### src/rtl/ldfmt_pkg.sv
package ldfmt_pkg;

  // access size as carried on the request
  typedef enum logic [1:0] {
    SZ_BYTE = 2'b00,
    SZ_HALF = 2'b01,
    SZ_WORD = 2'b10,
    SZ_RSVD = 2'b11
  } ld_size_e;

  localparam int unsigned LANE_W = 8;
  localparam int unsigned HALF_W = 16;

endpackage

### src/rtl/ldfmt_lane_rot.sv
// Rotates a bus word right by a whole number of byte lanes.
module ldfmt_lane_rot #(
  parameter int unsigned DATA_W = 32,
  localparam int unsigned LANES = DATA_W / ldfmt_pkg::LANE_W,
  localparam int unsigned SH_W  = $clog2(LANES)
) (
  input  logic [DATA_W-1:0] din,
  input  logic [SH_W-1:0]   sh,
  output logic [DATA_W-1:0] dout
);
  localparam int unsigned LW = ldfmt_pkg::LANE_W;

  for (genvar g = 0; g < LANES; g++) begin : g_lane
    logic [SH_W-1:0] src;
    always_comb begin
      src = SH_W'(g) + sh;  // wraps modulo LANES (power of two)
      dout[g*LW +: LW] = din[src*LW +: LW];
    end
  end

endmodule

### src/rtl/ldfmt_extract.sv
// Combinational byte/halfword/word selection, rotation and extension.
module ldfmt_extract #(
  parameter int unsigned DATA_W = 32,
  localparam int unsigned LANES = DATA_W / ldfmt_pkg::LANE_W,
  localparam int unsigned OFS_W = $clog2(LANES)
) (
  input  logic [DATA_W-1:0]     din,
  input  logic [OFS_W-1:0]      ofs,
  input  ldfmt_pkg::ld_size_e   size,
  input  logic                  sgn,
  output logic [DATA_W-1:0]     res
);
  import ldfmt_pkg::*;

  localparam int unsigned HW_IDX_W = (OFS_W > 1) ? OFS_W - 1 : 1;

  logic [DATA_W-1:0] word_rot;
  logic [DATA_W-1:0] half_zext;
  logic [DATA_W-1:0] half_rot;
  logic [OFS_W-1:0]  half_sh;
  logic [HW_IDX_W-1:0] hw_idx;
  logic [HALF_W-1:0] hw;
  logic [LANE_W-1:0] bsel;
  logic [DATA_W-1:0] half_res;
  logic [DATA_W-1:0] byte_res;

  // full-word rotation by the byte offset
  ldfmt_lane_rot #(.DATA_W(DATA_W)) u_word_rot (
    .din  (din),
    .sh   (ofs),
    .dout (word_rot)
  );

  // halfword at the halfword-aligned position
  always_comb begin
    hw_idx    = HW_IDX_W'(ofs >> 1);
    hw        = din[hw_idx*HALF_W +: HALF_W];
    half_zext = DATA_W'(hw);
    half_sh   = OFS_W'(ofs[0]);
  end

  // odd halfword address: rotate the zero-extended halfword one lane
  ldfmt_lane_rot #(.DATA_W(DATA_W)) u_half_rot (
    .din  (half_zext),
    .sh   (half_sh),
    .dout (half_rot)
  );

  always_comb begin
    if (!sgn) begin
      half_res = half_rot;
    end else if (!ofs[0]) begin
      half_res = {{(DATA_W-HALF_W){hw[HALF_W-1]}}, hw};
    end else begin
      // addressed byte is the upper byte of the selected halfword
      half_res = {{(DATA_W-LANE_W){hw[HALF_W-1]}}, hw[HALF_W-1 -: LANE_W]};
    end
  end

  always_comb begin
    bsel     = din[ofs*LANE_W +: LANE_W];
    byte_res = sgn ? {{(DATA_W-LANE_W){bsel[LANE_W-1]}}, bsel}
                   : DATA_W'(bsel);
  end

  always_comb begin
    unique case (size)
      SZ_BYTE: res = byte_res;
      SZ_HALF: res = half_res;
      SZ_WORD: res = word_rot;
      default: res = '0;
    endcase
  end

endmodule

### src/rtl/ldfmt_stage.sv
// One-entry valid/ready register stage.
module ldfmt_stage #(
  parameter int unsigned DATA_W = 32
) (
  input  logic              clk,
  input  logic              rst_n,
  input  logic              in_valid,
  output logic              in_ready,
  input  logic [DATA_W-1:0] in_data,
  output logic              out_valid,
  input  logic              out_ready,
  output logic [DATA_W-1:0] out_data
);
  logic              v_q;
  logic [DATA_W-1:0] d_q;

  assign in_ready  = !v_q || out_ready;
  assign out_valid = v_q;
  assign out_data  = d_q;

  always_ff @(posedge clk) begin
    if (!rst_n) begin
      v_q <= 1'b0;
      d_q <= '0;
    end else if (in_ready) begin
      v_q <= in_valid;
      if (in_valid) d_q <= in_data;
    end
  end

  // a stalled result neither disappears nor changes
  p_stall_hold_r9: assert property (@(posedge clk) disable iff (!rst_n)
    (out_valid && !out_ready) |=> (out_valid && $stable(out_data)));

  // an accepted request is offered in the next cycle
  p_accept_shows_r9: assert property (@(posedge clk) disable iff (!rst_n)
    (in_valid && in_ready) |=> out_valid);

  // with nothing accepted and the result taken, the stage empties
  p_drain_r9: assert property (@(posedge clk) disable iff (!rst_n)
    (out_valid && out_ready && !in_valid) |=> !out_valid);

endmodule

### src/rtl/ld_align_fmt.sv
// Load data formatter: rotation and extension of bus read data.
module ld_align_fmt #(
  parameter int unsigned DATA_W = 32,
  localparam int unsigned LANES = DATA_W / ldfmt_pkg::LANE_W,
  localparam int unsigned OFS_W = $clog2(LANES)
) (
  input  logic              clk,
  input  logic              rst_n,
  input  logic              in_valid,
  output logic              in_ready,
  input  logic [DATA_W-1:0] in_data,
  input  logic [OFS_W-1:0]  in_addr_lo,
  input  logic [1:0]        in_size,
  input  logic              in_signed,
  input  logic              in_pcrel,
  output logic              out_valid,
  input  logic              out_ready,
  output logic [DATA_W-1:0] out_data
);
  import ldfmt_pkg::*;

  logic [OFS_W-1:0]  eff_ofs;
  logic [DATA_W-1:0] fmt_data;
  ld_size_e          size_e;

  // PC-relative addresses are word aligned
  assign eff_ofs = in_pcrel ? '0 : in_addr_lo;
  assign size_e  = ld_size_e'(in_size);

  ldfmt_extract #(.DATA_W(DATA_W)) u_extract (
    .din  (in_data),
    .ofs  (eff_ofs),
    .size (size_e),
    .sgn  (in_signed),
    .res  (fmt_data)
  );

  ldfmt_stage #(.DATA_W(DATA_W)) u_stage (
    .clk       (clk),
    .rst_n     (rst_n),
    .in_valid  (in_valid),
    .in_ready  (in_ready),
    .in_data   (fmt_data),
    .out_valid (out_valid),
    .out_ready (out_ready),
    .out_data  (out_data)
  );

  logic fire;
  assign fire = in_valid && in_ready;

  // reserved size gives zero
  p_rsvd_zero_r6: assert property (@(posedge clk) disable iff (!rst_n)
    (fire && in_size == 2'b11) |=> (out_data == '0));

  // word load puts the addressed byte in the low lane
  p_word_lane0_r1: assert property (@(posedge clk) disable iff (!rst_n)
    (fire && in_size == 2'b10) |=>
      (out_data[7:0] == 8'($past(in_data >> (8 * (in_pcrel ? 0 : in_addr_lo))))));

  // unsigned byte load clears everything above the byte
  p_ubyte_zext_r5: assert property (@(posedge clk) disable iff (!rst_n)
    (fire && in_size == 2'b00 && !in_signed) |=> (out_data[DATA_W-1:8] == '0));

  // unsigned even halfword clears the upper half
  p_uhalf_even_r2: assert property (@(posedge clk) disable iff (!rst_n)
    (fire && in_size == 2'b01 && !in_signed && !eff_ofs[0]) |=>
      (out_data[DATA_W-1:16] == '0));

  // signed even halfword replicates bit 15 upward
  p_shalf_even_r3: assert property (@(posedge clk) disable iff (!rst_n)
    (fire && in_size == 2'b01 && in_signed && !eff_ofs[0]) |=>
      (out_data[DATA_W-1:16] == {(DATA_W-16){out_data[15]}}));

  // signed odd halfword replicates bit 7 upward
  p_shalf_odd_r4: assert property (@(posedge clk) disable iff (!rst_n)
    (fire && in_size == 2'b01 && in_signed && eff_ofs[0]) |=>
      (out_data[DATA_W-1:8] == {(DATA_W-8){out_data[7]}}));

endmodule

### config.mk
export PLATFORM = sky130hd
export DESIGN_NAME = ld_align_fmt
export DESIGN_NICKNAME = d
export VERILOG_FILES = /design/src/rtl/ldfmt_pkg.sv /design/src/rtl/ldfmt_lane_rot.sv /design/src/rtl/ldfmt_extract.sv /design/src/rtl/ldfmt_stage.sv /design/src/rtl/ld_align_fmt.sv
export SDC_FILE = /design/constraint.sdc
export NUM_CORES = 1
export LEC_CHECK = 0
export CORE_MARGIN = 2
export CORE_UTILIZATION = 29
export DETAILED_ROUTE_END_ITERATION = 10
export PLACE_DENSITY = 0.52
export SYNTH_ARGS = -nofsm -noshare
export SYNTH_HDL_FRONTEND = slang
export SYNTH_SLANG_ARGS = --single-unit
### constraint.sdc
create_clock -name clk -period 3.9 [get_ports clk]
set_clock_uncertainty 0.1 [all_clocks]
set_input_delay 0.975 -clock clk [delete_from_list [all_inputs] [get_ports clk]]
set_output_delay 0.975 -clock clk [all_outputs]
set_load 0.005 [all_outputs]
==> results_dict.tcl <==
set metrics [dict create \
    status "completed" \
    power_frac_clock 0.278 \
    clk_pin_slew_ns 0.07 \
    netlist.top_cell.by_area "dfxtp_1" \
    dieArea_sq_um 9923 \
    cts_max_path_buffers 2 \
    postCtsSetupRepairBufs 0 \
    setup_ws_ns 0.6949 \
    cellInternalPower_mw 0.6444 \
    post_cts_resized 0 \
    gp_congestion 0.9043 \
    area_growth_pct 34.40 \
    antenna_found_initial 0 \
    drc 0 \
    cp_cell_sequence "clkdlybuf4s50_1 > nand2b_1 > clkdlybuf4s50_1" \
    grt_max_degree 33 \
    diodes 0 \
    drt-total-wl_mm 9.764 \
    ys_types 41 \
    path_buf_inv 2 \
    ys.flop_type "dfxtp_1" \
    ir_worst_vdd_v 0.0001228 \
    hold_viol 0 \
    dr.pass1.iters 5 \
    syn_inst 319 \
    drt-vias-per-instance 6.022 \
    cts_buffers 5 \
    max_stage_delay_ns 0.54 \
    hold_ws_ns 0.3546 \
    cts_tree "done" \
    seq_area_frac_synth 0.2492 \
    path_delay_family "buffers and inverters" \
    drv_slew 0 \
    power_mw 0.9407 \
    worstSetupPathType "in2out" \
    clk_latency_ns 0.28 \
    fmax_ghz 0.3120 \
    place_ws_ns 0.5267 \
    synth_edf_count 0 \
    placed_area_sq_um 3477 \
    hpwlAfterDp_mm 6.951 \
    seq_power_share 0.386 \
    critPathRequiredTime_ns 2.82 \
    cts_max_level 2 \
    slew-limit-headroom 0.4102 \
    grt_pass1_wl_mm 15.68 \
    start_util 0.3011 \
    switching_share 0.3150 \
    finalCriticalPeriod_ns 3.205 \
    syn_area_sq_um 2651 \
    p_leak_nw 1.197 \
    grt_overflow 0 \
    power_density_nw_per_um2 264.0 \
    root_buffer "clkbuf_8" \
    worst_slew_pin_slew_ns 0.8837 \
    wire_per_inst_microns 19.97 \
    hold_path.class "reg2reg" \
    cp_data_arrival_time_ns 2.13 \
    timing.max_cap.violations 0 \
    layout-drive-gt1-share 0.06824 \
    crit_slowest_cell "clkdlybuf4s50_1" \
    synth_top_area_share 0.2492 \
    ys_warn_count 0 \
    synth_area_leaders "dfxtp_1 (25%), mux2i_1 (12%), o22ai_1 (7.3%)" \
    die_height_microns 99.62 \
    cp-start-kind "input pin" \
    synthArstFlopShare 0 \
    finalInstanceArea_sq_um 3563 \
    rsz0062_at_grt "false" \
    die_w_microns 99.62 \
    p_comb_frac 0.336 \
    ant_nets 0 \
    first_iter_violations 329 \
    finalNetCount 423 \
    grt_pass1_vias 2858 \
    core_area_sq_um 8806 \
    num_rows 34 \
    port-buffer-count 75 \
    syn_nets 361 \
    cts-hold-fix-buffers 0 \
    synth-seq-cells 33 \
    finalSetupViolCount 0 \
    vias 2945 \
    io_pins 76 \
    period_share 0.8218 \
    crit_path_frequent_cell "clkdlybuf4s50_1" \
    p_sw_mw 0.2963 \
    endpoint_kind "output port" \
    syn_avg_cell_area_sq_um 8.311 \
    cts_sinks 33 \
    tns_ns 0 \
    grt_usage 0.1965 \
    critPathMaxFanout 2 \
]
==> final timing paths <==
check        cells past startpoint           startpoint              endpoint  slack (ns)
max                              3            out_ready              in_ready        0.69
min                              2  u_stage.out_data[4]   u_stage.out_data[4]        0.35
max reg2reg                      6    u_stage.out_valid  u_stage.out_data[19]        1.71
min reg2reg                      2  u_stage.out_data[4]   u_stage.out_data[4]        0.35
==> worst reg2reg max path, stage by stage, from the launching register on <==
cell,delay [ns]
dfxtp_1,0.31
nand2b_1,0.14
buf_4,0.23
and3_1,0.65
buf_4,0.35
a21oi_1,0.06
a311oi_1,0.26
==> synth_stat cells, types with 8 or more instances <==
| library cell | number |
|---|---|
| a21oi_1 | 31 |
| o22a_1 | 8 |
| dfxtp_1 | 33 |
| nand2_1 | 20 |
| a31oi_1 | 8 |
| a211o_1 | 15 |
| a22oi_1 | 8 |
| clkbuf_1 | 17 |
| mux2i_1 | 32 |
| a311oi_1 | 16 |
| buf_2 | 10 |
| o22ai_1 | 31 |
| a21boi_0 | 9 |
| o21ai_0 | 17 |
==> routing by layer <==
layer  vias to the layer above  wire length, microns  part of all wire  GRT usage
li1                       1420                     -                 -          -
met1                      1392                  4691              0.48     0.2863
met2                       126                  4433              0.45     0.3056
met3                         7                   584             0.060    0.03725
met4                         0                    55            0.0056    0.03267
met5                         -                     0                 0          0
==> metrics by stage <==
stage,utilization,std cells
after floorplan,-,319
after global placement,0.3949,482
after detailed placement,0.3949,482
after CTS,0.4047,489
after global routing,0.4047,489
final,0.4047,489
==> cells by family after synthesis <==
group | share of synthesized area
AOI/OAI and AO/OA | 0.4582
buffers and inverters | 0.07409
DFF | 0.2492
muxes | 0.1293
and+or+nand+nor | 0.08919
==> cells in the final DEF (no fill, tap or decap), types with 2 or more instances in the layout <==
cell,instances
a211o_1,15
a21boi_0,9
a21oi_1,31
a22oi_1,8
a2bb2oi_1,7
a311oi_1,16
a31oi_1,8
buf_4,12
clkbuf_8,6
clkdlybuf4s50_1,75
dfxtp_1,33
inv_1,7
mux2i_1,32
nand2_1,20
nand2b_1,5
nand3b_1,2
nor2_1,3
nor2b_1,4
o211ai_1,2
o21ai_0,17
o221ai_1,6
o22a_1,8
o22ai_1,31
o32a_1,6
==> power by group through the flow <==
stage	Clock, mW	Combinational (mW)	Sequential (mW)
6_report	0.261	0.316	0.363
5_1_grt	0.286	0.340	0.366
4_1_cts	0.271	0.312	0.363
3_5_place_dp	0	0.310	0.371
3_3_place_gp	0	0.312	0.370
2_1_floorplan	0	0.170	0.371
==> flip-flops by register name, summed over array words and instances, names as in the netlist <==
name and count:
u_stage.out_data 32, u_stage.out_valid 1
==> area by class of cell <==
cell class / instances / area, sq um
Tap cell: 108 / 135.1
Multi-Input combinational cell: 246 / 1794
Sequential cell: 33 / 660.6
Inverter: 7 / 26.28
Timing Repair Buffer: 88 / 860.8
Fill cell: 870 / 5243
Clock buffer: 7 / 86.33
Power figures use the tool's default switching activity.
